$ cat src/rtl/rxq_pkg.sv
package rxq_pkg;
    localparam int DATA_W = 8;
    localparam int TAG_W  = 3;
    localparam int TMO_W  = 6;

    typedef struct packed {
        logic [TAG_W-1:0]  tags;
        logic [DATA_W-1:0] data;
    } rxq_entry_t;

    typedef enum logic [1:0] {
        TS_IDLE    = 2'd0,
        TS_COUNT   = 2'd1,
        TS_EXPIRED = 2'd2
    } tmr_state_e;

    // frame bits = start + (5+code) data + parity + stop = 8 + code
    function automatic logic [TMO_W-1:0] idle_limit(input logic [1:0] wl);
        return 6'd44 + {2'b00, wl, 2'b00};
    endfunction
endpackage

$ cat src/rtl/rxq_store.sv
module rxq_store
    import rxq_pkg::*;
#(
    parameter int DEPTH = 64
) (
    input  logic                       clk,
    input  logic                       rst_n,
    input  logic                       flush,
    input  logic                       single,
    input  logic                       wr_en,
    input  rxq_entry_t                 wr_entry,
    input  logic                       rd_pop,
    input  logic                       stat_rd,
    output rxq_entry_t                 head,
    output logic [$clog2(DEPTH+1)-1:0] level,
    output logic                       ovr,
    output logic                       wr_ok,
    output logic                       pop_ok
);
    localparam int AW = (DEPTH > 1) ? $clog2(DEPTH) : 1;
    localparam int CW = $clog2(DEPTH+1);

    rxq_entry_t       mem [DEPTH];
    logic [AW-1:0]    wr_ptr, rd_ptr;
    logic [CW-1:0]    cap;
    logic             overflow;

    function automatic logic [AW-1:0] bump(input logic [AW-1:0] p);
        return (p == AW'(DEPTH-1)) ? '0 : p + AW'(1);
    endfunction

    assign cap      = single ? CW'(1) : CW'(DEPTH);
    assign wr_ok    = !flush && wr_en && (level < cap);
    assign overflow = !flush && wr_en && (level >= cap);
    assign pop_ok   = !flush && rd_pop && (level != '0);

    always_ff @(posedge clk) begin
        if (wr_ok) mem[wr_ptr] <= wr_entry;
    end

    always_ff @(posedge clk or negedge rst_n) begin
        if (!rst_n) begin
            wr_ptr <= '0;
            rd_ptr <= '0;
            level  <= '0;
        end else if (flush) begin
            wr_ptr <= '0;
            rd_ptr <= '0;
            level  <= '0;
        end else begin
            if (wr_ok)  wr_ptr <= bump(wr_ptr);
            if (pop_ok) rd_ptr <= bump(rd_ptr);
            unique case ({wr_ok, pop_ok})
                2'b10:   level <= level + CW'(1);
                2'b01:   level <= level - CW'(1);
                default: level <= level;
            endcase
        end
    end

    always_ff @(posedge clk or negedge rst_n) begin
        if (!rst_n)        ovr <= 1'b0;
        else if (overflow) ovr <= 1'b1;
        else if (stat_rd)  ovr <= 1'b0;
    end

    assign head = (level != '0) ? mem[rd_ptr] : '0;
endmodule

$ cat src/rtl/rxq_idle_timer.sv
module rxq_idle_timer
    import rxq_pkg::*;
(
    input  logic       clk,
    input  logic       rst_n,
    input  logic       reload,
    input  logic       nonempty,
    input  logic       tick,
    input  logic [1:0] wlen_sel,
    output logic       expired
);
    tmr_state_e       st, st_n;
    logic [TMO_W-1:0] cnt, cnt_n;
    logic [TMO_W-1:0] limit;

    assign limit = idle_limit(wlen_sel);

    always_ff @(posedge clk or negedge rst_n) begin
        if (!rst_n) begin
            st  <= TS_IDLE;
            cnt <= '0;
        end else begin
            st  <= st_n;
            cnt <= cnt_n;
        end
    end

    always_comb begin
        st_n  = st;
        cnt_n = cnt;
        if (reload) begin
            st_n  = TS_COUNT;
            cnt_n = '0;
        end else if (!nonempty) begin
            st_n  = TS_IDLE;
            cnt_n = '0;
        end else begin
            unique case (st)
                TS_IDLE: begin
                    st_n  = TS_COUNT;
                    cnt_n = '0;
                end
                TS_COUNT: begin
                    if (tick) begin
                        if (cnt == limit - TMO_W'(1)) begin
                            st_n  = TS_EXPIRED;
                            cnt_n = '0;
                        end else begin
                            cnt_n = cnt + TMO_W'(1);
                        end
                    end
                end
                TS_EXPIRED: begin
                    st_n = TS_EXPIRED;
                end
                default: begin
                    st_n  = TS_IDLE;
                    cnt_n = '0;
                end
            endcase
        end
    end

    always_comb begin
        expired = (st == TS_EXPIRED);
    end
endmodule

$ cat src/rtl/rxq_irq_gen.sv
module rxq_irq_gen #(
    parameter int CW = 7
) (
    input  logic          irq_en,
    input  logic          single,
    input  logic [1:0]    lvl_sel,
    input  logic [CW-1:0] level,
    input  logic          expired,
    output logic          lvl_irq,
    output logic          tmo_irq
);
    logic [CW-1:0] thresh;

    always_comb begin
        if (single) begin
            thresh = CW'(1);
        end else begin
            unique case (lvl_sel)
                2'd0: thresh = CW'(1);
                2'd1: thresh = CW'(16);
                2'd2: thresh = CW'(32);
                2'd3: thresh = CW'(56);
                default: thresh = CW'(1);
            endcase
        end
    end

    assign lvl_irq = irq_en && (level >= thresh);
    assign tmo_irq = irq_en && expired && (level != '0);
endmodule

$ cat src/rtl/rx_tag_fifo.sv
module rx_tag_fifo
    import rxq_pkg::*;
#(
    parameter int DEPTH = 64
) (
    input  logic        clk,
    input  logic        rst_n,
    input  logic        wr_en,
    input  logic [7:0]  wr_data,
    input  logic [2:0]  wr_tags,
    input  logic        rd_pop,
    input  logic        stat_rd,
    input  logic        tick,
    input  logic        fifo_on,
    input  logic [1:0]  lvl_sel,
    input  logic [1:0]  wlen_sel,
    input  logic        irq_en,
    output logic [7:0]  hold_data,
    output logic [2:0]  hold_tags,
    output logic        data_ready,
    output logic        overrun,
    output logic        lvl_irq,
    output logic        tmo_irq
);
    localparam int CW = $clog2(DEPTH+1);

    logic          mode_q, flush, wr_ok, pop_ok, expired;
    logic [CW-1:0] level;
    rxq_entry_t    in_e, head_e;

    always_ff @(posedge clk or negedge rst_n) begin
        if (!rst_n) mode_q <= 1'b0;
        else        mode_q <= fifo_on;
    end
    assign flush = (mode_q != fifo_on);

    assign in_e.data = wr_data;
    assign in_e.tags = wr_tags;

    rxq_store #(.DEPTH(DEPTH)) u_store (
        .clk(clk), .rst_n(rst_n), .flush(flush), .single(!fifo_on),
        .wr_en(wr_en), .wr_entry(in_e), .rd_pop(rd_pop), .stat_rd(stat_rd),
        .head(head_e), .level(level), .ovr(overrun),
        .wr_ok(wr_ok), .pop_ok(pop_ok)
    );

    rxq_idle_timer u_timer (
        .clk(clk), .rst_n(rst_n), .reload(wr_ok | pop_ok | flush),
        .nonempty(level != '0), .tick(tick), .wlen_sel(wlen_sel),
        .expired(expired)
    );

    rxq_irq_gen #(.CW(CW)) u_irq (
        .irq_en(irq_en), .single(!fifo_on), .lvl_sel(lvl_sel),
        .level(level), .expired(expired),
        .lvl_irq(lvl_irq), .tmo_irq(tmo_irq)
    );

    assign hold_data  = head_e.data;
    assign hold_tags  = head_e.tags;
    assign data_ready = (level != '0);
endmodule

$ cat config.mk
export PLATFORM = sky130hd
export DESIGN_NAME = rx_tag_fifo
export DESIGN_NICKNAME = d
export VERILOG_FILES = /design/src/rtl/rxq_pkg.sv /design/src/rtl/rxq_store.sv /design/src/rtl/rxq_idle_timer.sv /design/src/rtl/rxq_irq_gen.sv /design/src/rtl/rx_tag_fifo.sv
export SDC_FILE = /design/constraint.sdc
export NUM_CORES = 1
export LEC_CHECK = 0
export ABC_AREA = 0
export ABC_CLOCK_PERIOD_IN_PS = 3200
export BUFFER_PORTS_ARGS = -buffer_cell sky130_fd_sc_hd__buf_2
export CAP_MARGIN = 20
export CORE_ASPECT_RATIO = 1.4
export CORE_MARGIN = 10
export CORE_UTILIZATION = 25
export DETAILED_ROUTE_END_ITERATION = 16
export HOLD_SLACK_MARGIN = 0.05
export PLACE_DENSITY = 0.45
export SLEW_MARGIN = 30
export SYNTH_ARGS = -nofsm -noshare
export SYNTH_HDL_FRONTEND = slang
export SYNTH_SLANG_ARGS = --single-unit
$ cat constraint.sdc
create_clock -name clk -period 3.2 [get_ports clk]
set_clock_uncertainty 0.2 [all_clocks]
set_input_delay 0.64 -clock clk [delete_from_list [all_inputs] [get_ports clk]]
set_output_delay 0.64 -clock clk [all_outputs]
set_load 0.05 [all_outputs]
# Word level (Yosys, flattened, before mapping)
# Memories as Yosys holds them, arrays and structs flattened.
# Index checks and enable logic that the tools add are counted.
[word_totals]
elab_cells = 78
mem_count = 1
regBits = 29
in_bits = 23
ramBits = 704
[classes]
n_lt_le_gt_ge = 3
n_bitwise = 2
n_addsub = 7
muxes = 26
reduce_logical = 18
n_eq_ne = 14
[memory_table]
columns = ["name", "words", "width", "rd", "rd_ports_with_merged_regs", "write_ports", "line", "rtl"]
rows = [
  ["u_store.mem", 64, 11, 1, 0, 1, "rxq_store.sv:23", "rxq_entry_t mem [DEPTH];"],
]
[ops]
columns = ["operator", "n"]
rows = [
  ["$mux 6", 10],
  ["$pmux 7 s4", 1],
  ["$mux 7", 3],
  ["$add 6x1->6 const B", 3],
  ["$ge 7x7->1", 2],
  ["$pmux 7 s2", 1],
  ["$eq 6x6->1 const B", 2],
  ["$pmux 6 s2", 1],
  ["$mux 11", 1],
  ["$eq 2x2->1 const B", 4],
  ["$logic_and 1x1->1", 8],
  ["$mux 2", 4],
  ["$ne 4x3->1 const B", 2],
  ["$add 7x1->7 const B", 1],
  ["$lt 7x7->1", 1],
  ["$reduce_bool 7->1", 1],
  ["$sub 7x1->7 const B", 1],
  ["$add 6x4->6 const A", 1],
  ["$eq 2x1->1 const B", 3],
  ["$eq 6x6->1", 1],
  ["$pmux 2 s3", 1],
  ["$reduce_bool 2->1", 3],
  ["$sub 6x1->6 const B", 1],
  ["$logic_not 2->1", 2],
  ["other kinds (7)", 12],
]

# Logic depth before layout (Yosys ltp)
# Gate-level depths: netlist (run 1).
[depth]
depth_word = 8
depth_mapped = 13
ltp_nobuf = 12

# Hierarchy
# From an unflattened synthesis (run 1), not the netlist that was laid out.
[hier_totals]
cells_unflattened = 1529
hier_area_um2 = 29261.8
[by_module_without_submodules]
columns = ["mod", "area_per_inst_um2", "cells_each", "n_inst", "seq_area_each_um2"]
rows = [
  ["rxq_store", 28498.6, 1446, 1, 21640.8],
  ["rxq_idle_timer", 563.0, 58, 1, 200.2],
  ["rxq_irq_gen", 141.4, 18, 1, 0.0],
  ["rx_tag_fifo", 58.8, 7, 1, 25.0],
]

# Worst setup path after synthesis (run 1)
# OpenSTA, ideal clock, no wires.
[synth_path]
path_type = "flip-flop to output port"
startpoint = "reg u_store.rd_ptr[0]"
endpoint = "out hold_tags[0]"
t_arrival_ns = 3.353
slack_ns = -0.993
required_ns = 2.360
path_stages_with_launch = 10
cell_sequence = "dfrtp_1 buf_4 buf_4 buf_4 buf_2 mux2i_1 a22oi_1 nand2_1 o211a_1 o41ai_1"
[synth_between]
elab_chain_cells = 2
[synth_rtl]
columns = ["item", "line", "rtl"]
rows = [
  ["start: declaration", "rxq_store.sv:24", "logic [AW-1:0] wr_ptr, rd_ptr;"],
  ["start signal: assignment", "rxq_store.sv:52", "if (pop_ok) rd_ptr <= bump(rd_ptr);"],
  ["$mem_v2 64x11", "-", ""],
  ["$mux 11", "rxq_store.sv:67", "assign head = (level != '0) ? mem[rd_ptr] : '0;"],
  ["end: declaration", "rx_tag_fifo.sv:19", "output logic [2:0] hold_tags,"],
]
# Every way passes these cells.

# Final worst setup path (run 1)
[layout_path]
startpoint = "reg u_store.rd_ptr[0]"
endpoint = "out hold_data[1]"
[layout_between]
elab_chain_cells = 2
[layout_rtl]
columns = ["item", "line", "rtl"]
rows = [
  ["$mem_v2 64x11", "-", ""],
  ["$mux 11", "rxq_store.sv:67", ""],
  ["end: declaration", "rx_tag_fifo.sv:18", "output logic [7:0] hold_data,"],
]
# Every way passes these cells.

==> impl_metrics.py, run 1 <==
metrics = {
    "status": {
        "status": "complete, but fails checks",
        "violations": "negative setup slack",
    },
    "synth": {
        "ys_ff_latch": 733,
        "yosys.area.top_type_share": 0.7221,
        "yosysUniqueCellTypes": 64,
        "synth-main-ff-cell": "edfxtp_1",
        "synth_top_area_cell": "edfxtp_1",
        "synthTopCellsByArea": "edfxtp_1 72%, mux4_2 13%, dfrtp_1 2.5%, mux2i_1 2.0%, nor2_1 1.1%",
        "syn_area_mm2": 0.02927,
        "synth_cells": 1451,
        "syn_nets": 1487,
        "synth_edf_count": 704,
        "ys_async_sr_fraction": 0.03956,
        "ys_seq_area_frac": 0.7469,
        "avgSynthCellArea_um2": 20.18,
        "ys_warn_count": 0,
    },
    "die": {
        "boundaryPins": 38,
        "coreArea_mm2": 0.1163,
        "num_rows": 148,
        "initial_utilization": 0.2517,
        "fp.dieW_um": 309.2,
        "die_h_um": 424.9,
        "die_area_mm2": 0.1314,
    },
    "placement": {
        "pre_cts_slack_ps": -327.4,
        "dpl-instance-area_mm2": 0.03374,
        "routabilityCongestion": 0.7934,
        "portBuffers": 37,
        "dp_hpwl_um": 55320,
    },
    "finish": {
        "stdcell_area_mm2": 0.03703,
        "nets": 1821,
        "syn2layout_area_growth_pct": 26.51,
        "fillerInstances": 11130,
        "drive_above_1_share": 0.3806,
    },
    "route": {
        "firstDrtPassIters": 5,
        "vias": 15380,
        "wl_per_cell_um": 25.03,
        "ant_nets": 0,
        "wl_um": 83690,
        "routed_via_density": 4.599,
        "route.detailed.drc": 0,
        "first_iter_violations": 1049,
    },
    "clock_network": {
        "cts_made_buffers": 74,
        "cts_root_buf": "clkbuf_16",
        "clockBufferDepth": 3,
        "htree_levels": 3,
        "worst_setup_hold_path_clk_slew_ps": 60,
        "cts_tree": "done",
        "clk_latency_ps": 640,
        "clock_sinks": 733,
    },
    "timing": {
        "hold_viol_final": 0,
        "layout_min_cycle_time_ps": 4132,
        "relSlewSlack": 0.3871,
        "setup_viol": 11,
        "worstMarginPinSlew_ps": 919.4,
        "finalMaxSlewViolations": 0,
        "fin_crit_sh": 1.291,
        "rsz0062_at_grt": "yes",
        "max_freq_ghz": 0.2420,
        "finalWorstSetupSlack_ps": -932.2,
    },
    "grt": {
        "grt_pass1_vias": 16430,
        "antenna_found_initial": 1,
        "track_usage": 0.1267,
        "grt_overflow_total": 0,
        "grt_max_degree": 65,
        "grt_pass1_wl_um": 119800,
    },
    "critical_path": {
        "crit_family": "multiplexers",
        "slowest_delay_ps": 540,
        "critPathArrivalTime_ps": 3290,
        "path_class": "reg2out",
        "worstSetupStartpointType": "flip-flop",
        "r2r_slack_ps": 160,
        "path_buf_inv": 3,
        "crit_chain": "buf_12 -> buf_12 -> mux4_2 -> mux4_2 -> o211ai_1 -> nand2_1 -> buf_6",
        "path_max_fanout": 8,
        "crit_path_end_kind": "output port",
        "required_ps": 2360,
        "cpMaxStageDelayCell": "dfrtp_4",
    },
    "job": {
        "maxCapViolCount": 0,
    },
    "min_path": {
        "hold_class": "in2reg",
    },
    "power_and_ir_drop": {
        "p_leak_uw": 0.01182,
        "ir_drop_mv": 0.4562,
        "power.density_mw_per_mm2": 700.1,
    },
}
-- cell families after synthesis --
family / share of synthesized area
flip-flops: 0.7469
buffers and inverters: 0.01342
multiplexers: 0.1587
AO/OA/AOI/OAI: 0.03573
XOR/XNOR: 0.002992
AND/OR/NAND/NOR: 0.03671
adder cells (fa/ha/maj): 0.005556
-- layout by cell type, fill, tap and decap left out, types with 14 or more instances in the layout --
cell       netlist  layout
a21oi_1         23      20
nand3_1         23      23
edfxtp_1       704     704
nand2_1         40      40
clkbuf_16        0      76
dfrtp_1         29      23
buf_6            0      25
o211ai_1        14      14
clkbuf_1        42      19
nor2_1          86      85
clkinv_2         0      16
buf_2           20      24
buf_4            4     212
mux2i_1         59      57
buf_12           0      62
a22oi_1         23      14
mux4_2         174     174
-- report_power, final --
| group | switching (uW) | leakage [uW] | internal [uW] |
|---|---|---|---|
| clock | 3730 | 0.00111 | 4560 |
| combinational | 3600 | 0.00400 | 3310 |
| sequential | 106 | 0.00671 | 10600 |
-- repair_timing --
action                     4_1_cts  5_1_grt
gates cloned                     5        2
gates resized for setup         75       40
hold buffers                     4        0
setup buffers                   18       18
hold endpoints to repair        31        0
pin swaps                       13       31
setup endpoints to repair      181       76
-- registers in the layout (all words and copies together) (netlist names) --
| register | count |
|---|---|
| u_store.rd_ptr | 6 |
| u_store.wr_ptr | 6 |
| u_store.mem | 704 |
| u_timer.st | 2 |
| u_timer.cnt | 6 |
| u_store.ovr | 1 |
| mode_q | 1 |
| u_store.level | 7 |
-- through the flow --
step	hold slack, ps	util	TNS, ps	cells	power, uW
finish	191.4	0.3185	-9274	3343	25930
global route	189.1	0.3184	-10550	3342	26950
CTS	145.6	0.3154	-10310	3326	26010
detailed placement	322.2	0.2901	-7667	3166	16930
global placement	328.8	0.2899	-5632	3165	16900
floorplan	144.4	-	-4005	1451	14360
-- Yosys cell counts, drive strengths merged (4+ instances only) --
master  number
nor3         8
a221oi       8
o211ai      14
a21oi       23
o22ai        4
nor2b        7
o21ai       14
nand4        4
mux2i       59
dfrtp       29
o31ai        4
ha          13
a22oi       23
nand3       24
a31o         4
inv         13
nor2        86
mux4       174
mux2        12
nor4         4
buf         39
edfxtp     704
a311oi       9
a22o        10
clkbuf      42
and2         5
nand3b      10
a211oi       5
xnor2        5
or4          4
xor2         5
nand2       40
-- metal layers --
metal | global-route usage | wire length (um)
met5 | 0 | 0
met4 | 0.04822 | 2779
met3 | 0.01606 | 2656
met2 | 0.2316 | 44770
met1 | 0.1492 | 33480
-- final timing paths --
kind | start | to | depth (start not counted)
min | wr_data[4] | u_store.mem[32][4] | 1
max reg2reg | u_store.level[2] | u_store.mem[15][6] | 8
max | u_store.rd_ptr[0] | hold_data[1] | 7
min reg2reg | u_timer.cnt[0] | u_timer.cnt[0] | 1
min in group asynchronous | rst_n | u_store.ovr | 2
max in group asynchronous | rst_n | u_store.rd_ptr[1] | 2
-- layout make-up --
type                       instances  area [um2]  area share
sequential                       733       21880      0.5908
clock buffer                      93        1923     0.05193
tap                             1500        1877     0.05068
antenna                            1       2.502  0.00006757
timing repair buffer             339        3592     0.09700
clock inverter                    40       352.8    0.009527
inverter                          13       53.80    0.001453
multi-input combinational        624        7352      0.1985
(Power assumes the default switching activity.)
==> run 2: changes to the inputs <==
- ABC_CLOCK_PERIOD_IN_PS: 3200 -> 4800
- PLACE_DENSITY: 0.45 -> 0.44
- RECOVER_POWER: unset -> 50
- clock period: 3.2 -> 4.8 ns (I/O delays scaled with it)
==> run 2 against run 1 <==
The run ends with max-capacitance violations, max-slew violations left. Via count is 4.3% lower. Critical path depth grew 1. Cell count shrank 5.2%. Core utilization down 2.2 points. Register-to-register slack improved by 950 ps. Die area unchanged. Sequential cell count is the same. Total power decreased by 38%. Sequential share of layout area increased by 4.4 points. Combinational power is 50% lower. Critical path type unchanged. Largest power group unchanged. Highest routed layer unchanged.
==> impl_metrics.py, run 2 (synthesis results as in run 1) <==
metrics = {
    "timing": {
        "hold_viol_final": 0,
        "setup_viol": 0,
        "rsz0062_at_grt": "no",
        "max_freq_ghz": 0.2148,
        "finalWorstSetupSlack_ps": 144.0,
        "fin_setup_tns_ps": 0,
        "timing.hold.ws_ps": 304.2,
        "worstMarginPinSlew_ps": 2840,
        "layout_min_cycle_time_ps": 4656,
        "finalMaxSlewViolations": 593,
        "fin_crit_sh": 0.9700,
        "relSlewSlack": -0.8933,
    },
    "critical_path": {
        "setup.worst_path.start": "u_store.rd_ptr[0]",
        "required_ps": 3640,
        "path_max_fanout": 25,
        "r2r_slack_ps": 1110,
        "critPathArrivalTime_ps": 3500,
        "crit_path_end_kind": "output port",
        "r2r-start": "u_store.level[1]",
        "rr_worst_depth": 6,
        "worstSetupStartpointType": "flip-flop",
        "r2r-end": "u_store.mem[39][8]",
        "path_class": "reg2out",
    },
    "power_and_ir_drop": {
        "seq_power_share": 0.445,
        "power.share.combinational": 0.214,
        "power.density_mw_per_mm2": 468.4,
        "power_switching_uw": 4659,
        "p_leak_uw": 0.01060,
        "p_total_uw": 16150,
        "p_int_uw": 11490,
        "swShare": 0.2885,
        "clockPowerShare": 0.341,
        "ir_drop_mv": 0.2679,
    },
    "placement": {
        "pre_cts_slack_ps": 386.8,
        "portBuffers": 37,
        "dp_hpwl_um": 51770,
        "routabilityCongestion": 0.7654,
    },
    "die": {
        "die_area_mm2": 0.1314,
        "boundaryPins": 38,
        "initial_utilization": 0.2517,
        "coreArea_mm2": 0.1163,
        "fp.dieW_um": 309.2,
        "num_rows": 148,
        "die_h_um": 424.9,
    },
    "finish": {
        "largest-register": "u_store.mem",
        "drive_above_1_share": 0.2758,
        "largest_reg_flops": 704,
        "seq_area_mm2": 0.02188,
        "mostFrequentLayoutCells": "704 x edfxtp_1, 174 x mux4_2, 115 x buf_4, 86 x nor2_1, 71 x clkbuf_16",
        "syn2layout_area_growth_pct": 17.76,
        "fillerInstances": 11370,
        "reg_top3": "u_store.mem (704), u_store.level (7)",
        "nets": 1658,
        "multi_input_area_mm2": 0.007009,
        "layout_commonest_cell": "edfxtp_1",
    },
    "route": {
        "wl_per_cell_um": 25.56,
        "first_iter_violations": 1122,
        "route.detailed.drc": 0,
        "ant_nets": 0,
        "routed_via_density": 4.642,
        "vias": 14710,
        "wl_um": 80990,
        "firstDrtPassIters": 5,
    },
    "grt": {
        "grt_pass1_vias": 15670,
        "grt_max_degree": 57,
        "antenna_found_initial": 2,
        "grt_overflow_total": 0,
        "track_usage": 0.1232,
        "grt_pass1_wl_um": 116400,
    },
    "status": {
        "violations": "max-capacitance violations, max-slew violations",
        "status": "complete, but fails checks",
    },
    "clock_network": {
        "cts_made_buffers": 71,
        "cts_tree": "done",
        "cts_root_buf": "clkbuf_16",
        "worst_setup_hold_path_clk_slew_ps": 60,
        "clk_latency_ps": 650,
        "clock_sinks": 733,
        "htree_levels": 3,
        "clockBufferDepth": 3,
    },
    "min_path": {
        "hold_start": "stat_rd",
        "hold_depth": 2,
        "hold_class": "in2reg",
        "hold_end": "u_store.ovr",
    },
    "job": {
        "maxCapViolCount": 15,
    },
}
run 2: cell types whose count changed in the layout (fill, tap and decap cells not counted), moves of 7 or more:
cell / change
a22oi_2: -9
buf_6: -25
a221oi_2: -7
buf_4: -97
a221oi_1: +7
buf_12: -48
clkbuf_1: +16
a22oi_1: +9
run 2: stage by stage:
step	area, um2	utilization	cells
after global routing	34470	0.2964	3169
after detailed placement	32160	0.2765	3041
after floorplan	29270	-	1451
after CTS	34530	0.2970	3168
final	34470	0.2964	3169
after global placement	32150	0.2764	3041
run 2: worst max path at each step:
stage,to,slack (ps)
after floorplan,hold_tags[0],290
after global placement,hold_data[7],380
after detailed placement,hold_data[7],390
after CTS,hold_data[7],-4
after global routing,hold_tags[2],20
final,hold_data[4],140
run 2: power by group through the flow:
| stage | sequential, uW | combinational [uW] | clock (uW) |
|---|---|---|---|
| 6_report | 7180 | 3460 | 5510 |
| 5_1_grt | 7190 | 3720 | 5900 |
| 4_1_cts | 7170 | 3570 | 5670 |
| 3_5_place_dp | 7370 | 3380 | 0 |
| 3_3_place_gp | 7370 | 3370 | 0 |
| 2_1_floorplan | 7260 | 2260 | 0 |
run 2: timing repair:
action / CTS / global route
cloned: 0 / 0
hold buffers: 0 / 0
setup buffers: 8 / 0
resized for setup: 3 / 5
endpoints found under the hold margin: 0 / 0
setup endpoints to repair: 11 / 7
pin swaps: 2 / 0
run 2: cell type report:
class | instances | share of cell area
Timing Repair Buffer | 179 | 0.04141
Antenna cell | 1 | 0.00007259
Inverter | 13 | 0.001415
Sequential cell | 733 | 0.6346
Tap cell | 1500 | 0.05444
Clock buffer | 81 | 0.05263
Multi-Input combinational cell | 624 | 0.2033
Clock inverter | 38 | 0.01212
run 2: worst max-delay path: stages (launching register included):
cell and delay (ps):
dfrtp_4 440, buf_12 150, buf_12 110, buf_12 210, mux4_2 550, mux4_2 560, o211ai_1 400, nand2_1 150
buf_2 240
run 2: layer usage:
layer / share of wire / wire [um] / global-route usage
met5: 0 / 0 / 0
met4: 0.024 / 1972 / 0.04032
met3: 0.035 / 2837 / 0.01766
met2: 0.53 / 42760 / 0.2204
met1: 0.41 / 33420 / 0.1505
